--- config.mk ---
export PLATFORM = sky130hd
export DESIGN_NAME = rx_err_status
export DESIGN_NICKNAME = d
export VERILOG_FILES = /design/src/rtl/rx_err_status.sv
export SDC_FILE = /design/constraint.sdc
export NUM_CORES = 1
export LEC_CHECK = 0
export ABC_AREA = 1
export BUFFER_PORTS_ARGS = -buffer_cell sky130_fd_sc_hd__buf_2
export CAP_MARGIN = 20
export CORE_MARGIN = 3
export CORE_UTILIZATION = 50
export DETAILED_ROUTE_END_ITERATION = 10
export GPL_ROUTABILITY_DRIVEN = 0
export PLACE_DENSITY = 0.73
export SLEW_MARGIN = 20
export SYNTH_ARGS = -nofsm -noshare
export SYNTH_HDL_FRONTEND = slang
export SYNTH_SLANG_ARGS = --single-unit
--- constraint.sdc ---
create_clock -name clk -period 3.4 [get_ports clk]
set_input_delay 0.17 -clock clk [delete_from_list [all_inputs] [get_ports clk]]
set_output_delay 0.17 -clock clk [all_outputs]
set_load 0.05 [all_outputs]
--- src/rtl/rx_err_status.sv ---
module rx_err_status #(
  parameter int DEPTH = 3,
  parameter int DW = 8,
  parameter logic [3:0] CMD_CLR_ERR = 4'b0100,
  parameter logic [3:0] CMD_CLR_BRK = 4'b0101
) (
  input  logic          clk,
  input  logic          rst_n,
  input  logic          cmd_we,
  input  logic [3:0]    cmd_nib,
  input  logic          push_valid,
  input  logic [DW-1:0] push_data,
  input  logic          push_pe,
  input  logic          push_fe,
  input  logic          push_rb,
  input  logic          pop,
  input  logic          char_mode,
  input  logic          brk_det,
  output logic [3:0]    stat_err,
  output logic          brk_chg_irq,
  output logic          rx_ready,
  output logic [DW-1:0] head_data
);
  localparam int PW = (DEPTH > 1) ? $clog2(DEPTH) : 1;
  localparam int CW = $clog2(DEPTH + 1);
  localparam int EW = DW + 3;

  logic [EW-1:0] mem [DEPTH];
  logic [PW-1:0] wp, rp;
  logic [CW-1:0] cnt;
  logic [2:0]    blk;
  logic          ovr, brk_q, irq;

  wire full    = (cnt == CW'(DEPTH));
  wire empty   = (cnt == '0);
  wire do_pop  = pop && !empty;
  wire do_push = push_valid && (!full || pop);
  wire ovf     = push_valid && full && !pop;
  wire clr_err = cmd_we && (cmd_nib == CMD_CLR_ERR);
  wire clr_brk = cmd_we && (cmd_nib == CMD_CLR_BRK);
  wire [2:0] tags_in = {push_rb, push_fe, push_pe};
  wire [EW-1:0] head = mem[rp];

  function automatic logic [PW-1:0] nxt(input logic [PW-1:0] p);
    return (p == PW'(DEPTH - 1)) ? '0 : p + PW'(1);
  endfunction

  always_ff @(posedge clk) begin
    if (do_push) mem[wp] <= {tags_in, push_data};
  end

  always_ff @(posedge clk or negedge rst_n) begin
    if (!rst_n) begin
      wp  <= '0;
      rp  <= '0;
      cnt <= '0;
    end else begin
      if (do_push) wp <= nxt(wp);
      if (do_pop)  rp <= nxt(rp);
      if (do_push && !do_pop)      cnt <= cnt + CW'(1);
      else if (do_pop && !do_push) cnt <= cnt - CW'(1);
    end
  end

  always_ff @(posedge clk or negedge rst_n) begin
    if (!rst_n) begin
      blk <= '0;
      ovr <= 1'b0;
    end else begin
      blk <= (clr_err ? 3'b000 : blk) | (do_push ? tags_in : 3'b000);
      ovr <= (ovr && !clr_err) || ovf;
    end
  end

  always_ff @(posedge clk or negedge rst_n) begin
    if (!rst_n) begin
      brk_q <= 1'b0;
      irq   <= 1'b0;
    end else begin
      brk_q <= brk_det;
      if (brk_det != brk_q) irq <= 1'b1;
      else if (clr_brk)     irq <= 1'b0;
    end
  end

  wire [2:0] head_tags = empty ? 3'b000 : head[EW-1:DW];

  assign stat_err    = {char_mode ? head_tags : blk, ovr};
  assign brk_chg_irq = irq;
  assign rx_ready    = !empty;
  assign head_data   = head[DW-1:0];

  assert_cnt_bound_R2: assert property (@(posedge clk) disable iff (!rst_n)
    cnt <= CW'(DEPTH));
  assert_empty_pop_R2: assert property (@(posedge clk) disable iff (!rst_n)
    (pop && empty && !push_valid) |=> (cnt == '0));
  assert_ovf_keeps_R3: assert property (@(posedge clk) disable iff (!rst_n)
    ovf |=> (full && ovr && $stable(rp)));
  assert_oe_sticky_R4: assert property (@(posedge clk) disable iff (!rst_n)
    (ovr && !clr_err) |=> ovr);
  assert_clear_R7: assert property (@(posedge clk) disable iff (!rst_n)
    (clr_err && !push_valid) |=> (stat_err[0] == 1'b0 && blk == 3'b000));
  assert_set_wins_R8: assert property (@(posedge clk) disable iff (!rst_n)
    (clr_err && ovf) |=> stat_err[0]);
  assert_brk_edge_R9: assert property (@(posedge clk) disable iff (!rst_n)
    (brk_det != brk_q) |=> brk_chg_irq);
  assert_brk_clear_R9: assert property (@(posedge clk) disable iff (!rst_n)
    (clr_brk && brk_det == brk_q) |=> !brk_chg_irq);
  assert_swap_R10: assert property (@(posedge clk) disable iff (!rst_n)
    (push_valid && pop && full && !ovr && !clr_err) |=> (full && !ovr));
endmodule

==> metrics.md, run 1 <==
| Metric | Value |
|---|---|
| CP Depth | 6 |
| HP Class | input port to register |
| Area delta synth->final | 20.1% |
| Num Clock Sinks | between 40 and 50 |
| R2R Setup Slk | roughly 1.6 ns |
| CTS buffer count | 5 |
| Core ar. | ~0.0034 mm2 |
| Switching Share | 45.3% |
| Synth Warn # | 0 |
| VDD IR max | 0.000418 V |
| Average wire per standard cell | between 10 and 15 um |
| Clk pwr share | between 10% and 20% |
| Initial antenna violation count | 0 |
| Sequential power share | 44.4% |
| DR vias/cell | between 4 and 5 |
| Design Area, Final | ~0.0022 mm2 |
| F_max | ~450 MHz |
| Layout cells sized above 1 | 25.6% |
| Worst-path fanout max | 14 |
| Synth cell types | 21 |
| Startpoint types | register |
| Post-Syn Nets | 183 |
| Avg Inst Size Synth | 11.4 um2 |
| Finish-stage setup viols | 0 |
| Post-synthesis compound-gate area fraction | 1.58% |
| Diode count | 0 |
| Clock buffer depth | 2 |
| Synthesized flop and latch total | between 40 and 50 |
| Crit-path cells | nor2_2, nand2_1, nand3_1, nand2_1, nand2_1, buf_2 |
| Mapped cell area | 0.00182 mm2 |
| Rel. slew slack | around 39% |
| R2R depth | 3 |
| Cell Area, Placed | roughly 0.0020 mm2 |
| DP Worst Slack | between 1 and 1.5 ns |
| Placed Cells | between 200 and 250 |
| Slew @ Worst Pin | about 0.9 ns |
| WP data required | roughly 3.2 ns |
| Crit path largest cell delay | ~0.63 ns |
| Pre-antenna DRT Iters | 4 |
| Rows | 21 |
| Setup ws final | between 1 and 1.5 ns |
| Largest delay contributor family on the critical path | simple AND/OR/NAND/NOR gates |
| Crit Path Class | register to primary output |
| Combinational share of power | between 40% and 50% |
| NetSw | around 0.83 mW |
| Critical R2R Capture | mem[1][10]$_DFFE_PP_ |
| CTS resizes | 0 |
| DP HPWL | around 2.3 mm |
| Final worst-path cycle share | 65.5% |
| Vias in the first global route | 1174 |
| DR iter-0 viols | 56 |
| Starting density of the core | between 50% and 60% |
| TritonCTS clock tree | yes |
| Reg2Reg Launch Point | cnt[0]$_DFFE_PN0P_ |
| Cell repeated most along the worst path | nand2_1 |
| Pleak | 0.946 nW |
| Synth Area in Adders | less than 1% |
| Non-filler cells, final | ~260 |
| Mux cell area share after synthesis | 0% |
| RSZ-0062 raised after global routing | false |
| DR DRC count | 0 |
| Worst skew pair latency | around 0.34 ns |
| Internal power | 1.00 mW |
| Post-Synthesis Cells | 160 |
| Highest-delay cell along the critical path | dfrtp_1 |
| Max-cap violations | 0 |
| Power per cell area | between 800 and 900 mW/mm2 |
| Clk Tree Root Cell | clkbuf_4 |
| Antenna-violating nets left | 0 |
| Gr usage total | roughly 17% |
| Post-layout nets | about 230 |
| Reg clk slew, reported paths | around 0.12 ns |
| Register area share after synthesis | 70.9% |
| Crit. End Element | primary output |
| Main combinational cell family by area after synthesis | simple AND/OR/NAND/NOR gates |
| Port Buffers | 35 |
| Setup crit end | stat_err[1] |
| Die width | around 66 um |
| Die area | 0.00440 mm2 |
| Largest net degree at the start of global routing | 15 |
| Final Routed Wirelength | approximately 3.3 mm |
| Global-route wire length before repair | 5.39 mm |
| Slew Limit Fails | 0 |
| Via count | between 1000 and 1500 |
| Final Hold Fails | 0 |
| Fraction of the mapped netlist area in simple logic gates | between 20 and 25% |
| I/O Pins | 36 |
| Setup TNS | 0 ns |
| Run status | completed |
| Die Span Y | around 66 um |
| Post-synthesis xor/xnor area fraction | less than 1% |
| Total grt overflow | 0 |
| Worst Path Buf+Inv | 1 |
| CTS H-tree lvls | 2 |
| Fin crit period | about 2.2 ns |
| Crit path from | rp[1]$_DFFE_PN0P_ |
| CP Data Arrival Time | 2.06 ns |
| Worst-case clock skew | between 0.009 and 0.01 ns |
[flip-flops by register name, indices dropped and copies added (netlist names)]
register     count
blk              3
brk_chg_irq      1
brk_q            1
cnt              2
mem             33
ovr              1
rp               2
wp               2
[kinds of logic after synthesis]
kind of cell / Yosys count
DFF: 45
buffers and inverters: 15
adders and majority gates: 1
and+or+nand+nor: 92
AOI/OAI and AO/OA: 5
xor gates and xnor gates: 2
[how the worst min path moves through the flow]
stage / startpoint / to / slack, ns / depth (start not counted)
floorplan: rst_n / blk[0]$_DFF_PN0_ / -0.13 / 0
CTS: push_data[5] / mem[0][5]$_DFFE_PP_ / 0.005 / 1
global placement: rst_n / blk[1]$_DFF_PN0_ / 0.06 / 1
detailed placement: rst_n / rp[1]$_DFFE_PN0P_ / 0.07 / 1
global route: push_fe / mem[2][9]$_DFFE_PP_ / 0.01 / 1
finish: push_fe / mem[0][9]$_DFFE_PP_ / 0.05 / 1
[what timing repair did]
action / 4_1_cts / 5_1_grt
hold buffers: 2 / 8
hold endpoints to repair: 13 / 22
setup buffers: 0 / 0
[synth_stat cells]
library cell / n / area [um2]
nand2_1: 58 / 218
buf_6: 1 / 11.3
nand2_2: 4 / 25.0
nand3_1: 17 / 85.1
nor2_4: 1 / 11.3
ha_1: 1 / 12.5
dfrtp_1: 12 / 300
nor3_1: 1 / 5.00
inv_1: 9 / 33.8
nand4_1: 2 / 12.5
or2_2: 1 / 6.26
a21oi_1: 2 / 10.0
nand3b_1: 1 / 7.51
nor2_2: 1 / 6.26
buf_4: 2 / 15.0
edfxtp_1: 33 / 991
nor2_1: 6 / 22.5
o21ai_1: 2 / 10.0
a21oi_2: 1 / 8.76
inv_2: 3 / 11.3
xnor2_1: 2 / 17.5
[power groups by stage]
stage          Clock, mW  Combinational, mW  Sequential, mW
2_1_floorplan          0              0.638           0.790
3_3_place_gp           0              0.765           0.818
3_5_place_dp           0              0.783           0.825
4_1_cts            0.241              0.787           0.813
5_1_grt            0.267              0.858           0.827
6_report           0.232              0.784           0.812
[routing by layer]
metal / GRT usage (%) / wire length (um)
met3: 5.27 / 169
met2: 27.3 / 1610
met1: 21.3 / 1450
met4: 5.33 / 36
met5: 0 / 0
[final cells by class]
class                           instances  area [um2]
Multi-Input combinational cell        100         460
Clock buffer                            7        45.0
Inverter                               12        45.0
Clock inverter                          1        5.00
Fill cell                             280        1230
Timing Repair Buffer                   46         283
Tap cell                               46        57.6
Sequential cell                        45        1290
[cell usage in the layout (no fill, tap or decap), types with 2 or more instances in the layout]
master,netlist,routed
inv_1,9,9
buf_2,0,35
nor2_1,6,5
dfrtp_1,12,12
nand2_2,4,4
clkbuf_1,0,2
nand3_1,17,17
inv_2,3,3
nand4_1,2,2
a21oi_1,2,2
nand2_1,58,58
clkbuf_4,0,5
o21ai_1,2,2
dlygate4sd3_1,0,10
xnor2_1,2,2
edfxtp_1,33,33
nor2_2,1,2
[metrics by stage]
step / utilization (%) / power, mW / hold slack (ns)
floorplan: - / 1.43 / -0.126
global placement: 59.6 / 1.58 / 0.0611
detailed placement: 59.6 / 1.61 / 0.0718
CTS: 61.6 / 1.84 / 0.00518
global route: 64.0 / 1.95 / 0.0149
finish: 64.0 / 1.83 / 0.0490
(Power assumes the default switching activity.)
==> run 2: changes to the inputs <==
Settings changed: ABC_AREA 1 to 0, PLACE_DENSITY 0.73 to 0.74.
Clock period 3.4 ns to 2.1 ns, I/O delays scaled along.
==> run 2 against run 1 <==
  * Register-to-register slack got worse by 1.1 ns
  * Largest power group is now combinational cells
  * Clock power rose by 62%
  * Critical path depth fell by 2
  * Highest routed layer unchanged
  * Critical endpoint unchanged
  * Synthesized cell count fell by 24%
  * Routed wire length barely moved
==> metrics.md, run 2 <==
| Metric | Value |
|---|---|
| I/O Pins | 36 |
| Worst-path fanout max | 12 |
| Total grt overflow | 0 |
| Leading area contributor after synthesis | edfxtp_1 |
| Initial antenna violation count | 0 |
| Largest registers | mem (33), blk (3) |
| Post-synth top area share | between 50% and 60% |
| Final Routed Wirelength | approximately 3.3 mm |
| Core ar. | approximately 0.0034 mm2 |
| Antenna-violating nets left | 0 |
| Starting density of the core | 53.1% |
| Avg Inst Size Synth | 14.8 um2 |
| # fillers | 264 |
| Average wire per standard cell | approximately 15 um |
| Slew @ Worst Pin | 0.386 ns |
| Synth cell types | 30 |
| Most common cell after layout, fill and taps aside | buf_2 |
| Non-filler cells, final | ~230 |
| Worst skew pair latency | 0.34 ns |
| Die area | approximately 0.0044 mm2 |
| Hold path depth | 3 |
| Commonest non-fill, non-tap cells in the layout | 35 x buf_2, 33 x edfxtp_1, 13 x dlygate4sd3_1 |
| Final worst-path cycle share | around nine tenths |
| Num Clock Sinks | 45 |
| CP Data Arrival Time | between 1.5 and 2 ns |
| Fin crit period | approximately 1.9 ns |
| Max-cap violations | 0 |
| Crit-path cells | nor2b_1, a211oi_1, o22ai_1, buf_2 |
| Global-route wire length before repair | between 5 and 6 mm |
| Synth area leaders | edfxtp_1 55%, dfrtp_1 17%, mux2i_1 5.0% |
| Rows | 21 |
| Power per cell area | about 1400 mW/mm2 |
| Sequential power share | a little over two fifths |
| Layout cells sized above 1 | between 30% and 40% |
| Clk Tree Root Cell | clkbuf_4 |
| Placed Cells | 204 |
| EDFF count, synth | 33 |
| Die Span Y | approximately 66 um |
| Post-layout nets | between 200 and 250 |
| Rel. slew slack | roughly 74% |
| Diode count | 0 |
| Post-Syn Nets | approximately 150 |
| Slew Limit Fails | 0 |
| Pleak | between 0.9 and 1 nW |
| CTS H-tree lvls | 2 |
| Pre-antenna DRT Iters | 4 |
| Area of the multi-input gates | between 400 and 500 um2 |
| FF/Latch Area | roughly 0.0013 mm2 |
| Mapped cell area | ~0.0018 mm2 |
| Cell Area, Placed | just over 0.002 mm2 |
| Largest net degree at the start of global routing | 14 |
| DP Worst Slack | 0.557 ns |
| Run status | completed |
| Max reg flops | 33 |
| RSZ-0062 raised after global routing | false |
| TritonCTS clock tree | yes |
| Combinational share of power | a little over two fifths |
| Switching Share | 43.4% |
| HP Class | input port to register |
| Final Hold Fails | 0 |
| Gr usage total | between 15 and 20% |
| Vias in the first global route | around 1200 |
| Reg clk slew, reported paths | 0.12 ns |
| Clock buffer depth | 2 |
| CTS resizes | 0 |
| Crit Path Class | register to primary output |
| VDD IR max | a little under 0.0009 V |
| Area delta synth->final | 24.1% |
| Postcts setup bufs | 0 |
| Most frequent cell after synthesis | edfxtp_1 |
| DR DRC count | 0 |
| Design Area, Final | about 0.0022 mm2 |
| CTS buffer count | 5 |
| DR vias/cell | 5.02 |
| Highest-delay cell along the critical path | dfrtp_1 |
| Crit path largest cell delay | ~0.6 ns |
| R2R depth | 5 |
| Setup TNS | 0 ns |
| Post-Synthesis Cells | roughly 120 |
| Commonest cells in the synthesized netlist | 33 x edfxtp_1, 12 x dfrtp_1, 11 x nand2_1 |
| DR iter-0 viols | a little over 40 |
| Die width | 66.0 um |
| NetSw | between 1 and 1.5 mW |
| Main synth FF type | edfxtp_1 |
| WP data required | ~2 ns |
| Register area share after synthesis | between 70% and 80% |
| Synth Warn # | 0 |
| Internal power | approximately 1.7 mW |
| Design Power | between 3 and 4 mW |
| Clk pwr share | between 10% and 20% |
| DP HPWL | between 2 and 2.5 mm |
| F_max | approximately 530 MHz |
| Most flops, register | mem |
| Asr flop ratio synth | 26.7% |
| Crit. End Element | primary output |
| Synthesized flop and latch total | 45 |
| Finish-stage setup viols | 0 |
| Via count | ~1100 |
| Worst-case clock skew | between 0.005 and 0.006 ns |
| Setup ws final | approximately 0.23 ns |
| Startpoint types | register |
| Port Buffers | 35 |
-- run 2: cell types whose count changed in the layout (fill, tap and decap cells not counted), moves of 4 or more --
cell | before | now
mux2i_1 | 0 | 9
buf_4 | 1 | 6
nand3_1 | 17 | 1
nand2_1 | 58 | 11
inv_1 | 9 | 5
o21ai_0 | 0 | 9
-- run 2: final timing paths --
check                                                to  slack [ns]                    start
worst max-delay path                        stat_err[1]        0.23        rp[0]$_DFFE_PN0P_
worst min-delay path            brk_chg_irq$_DFFE_PN0P_        0.05               cmd_nib[0]
worst max register to register       cnt[1]$_DFFE_PN0P_        0.57       cnt[1]$_DFFE_PN0P_
worst min register to register  brk_chg_irq$_DFFE_PN0P_        0.51  brk_chg_irq$_DFFE_PN0P_
max in group asynchronous              blk[2]$_DFF_PN0_        1.71                    rst_n
min in group asynchronous            cnt[1]$_DFFE_PN0P_        0.16                    rst_n
-- run 2: power groups by stage --
stage | Clock [mW] | Sequential [mW] | Combinational [mW]
after floorplan | 0 | 1.27 | 1.05
after global placement | 0 | 1.33 | 1.28
after detailed placement | 0 | 1.34 | 1.32
after CTS | 0.389 | 1.32 | 1.34
after global routing | 0.421 | 1.35 | 1.41
final | 0.376 | 1.32 | 1.33
-- run 2: metal layers --
layer	GRT usage, %	vias to the layer above	part of all wire [%]
met3	5.10	6	5.8
met2	29.8	38	54
met5	0	-	0
li1	-	561	-
met4	6.09	0	1.7
met1	18.7	525	38
-- run 2: final cells by class --
type | count | area share [%]
inverter | 6 | 1.01
multi-input combinational | 66 | 20.7
timing repair buffer | 54 | 15.7
clock buffer | 6 | 1.85
tap | 46 | 2.58
clock inverter | 2 | 0.448
sequential | 45 | 57.8
-- run 2: repair_timing --
action / in CTS / in global routing
endpoints found under the setup margin: 0 / 0
hold endpoints to repair: 46 / 0
hold buffers: 13 / 0
-- run 2: per-stage QoR --
stage                     hold WS (ns)  utilization, %
final                           0.0484            65.9
after global routing            0.0364            65.9
after CTS                       0.0323            65.9
after detailed placement       0.00351            60.6
after global placement        -0.00216            60.6
after floorplan                 -0.191               -
-- run 2: critical path: cells and delay by family, from the launching register on --
| family | cells | cell delay, ns |
|---|---|---|
| DFF | 1 | 0.59 |
| and+or+nand+nor | 1 | 0.09 |
| AOI/OAI and AO/OA | 2 | 0.50 |
| buffers and inverters | 1 | 0.24 |
-- run 2: cell families after synthesis --
group | Yosys count | synth area share, %
DFF | 45 | 71.7
and+or+nand+nor | 26 | 7.58
AOI/OAI and AO/OA | 25 | 9.31
buffers and inverters | 11 | 2.92
muxes | 10 | 5.84
xor gates and xnor gates | 4 | 1.95
adders and majority gates | 1 | 0.695
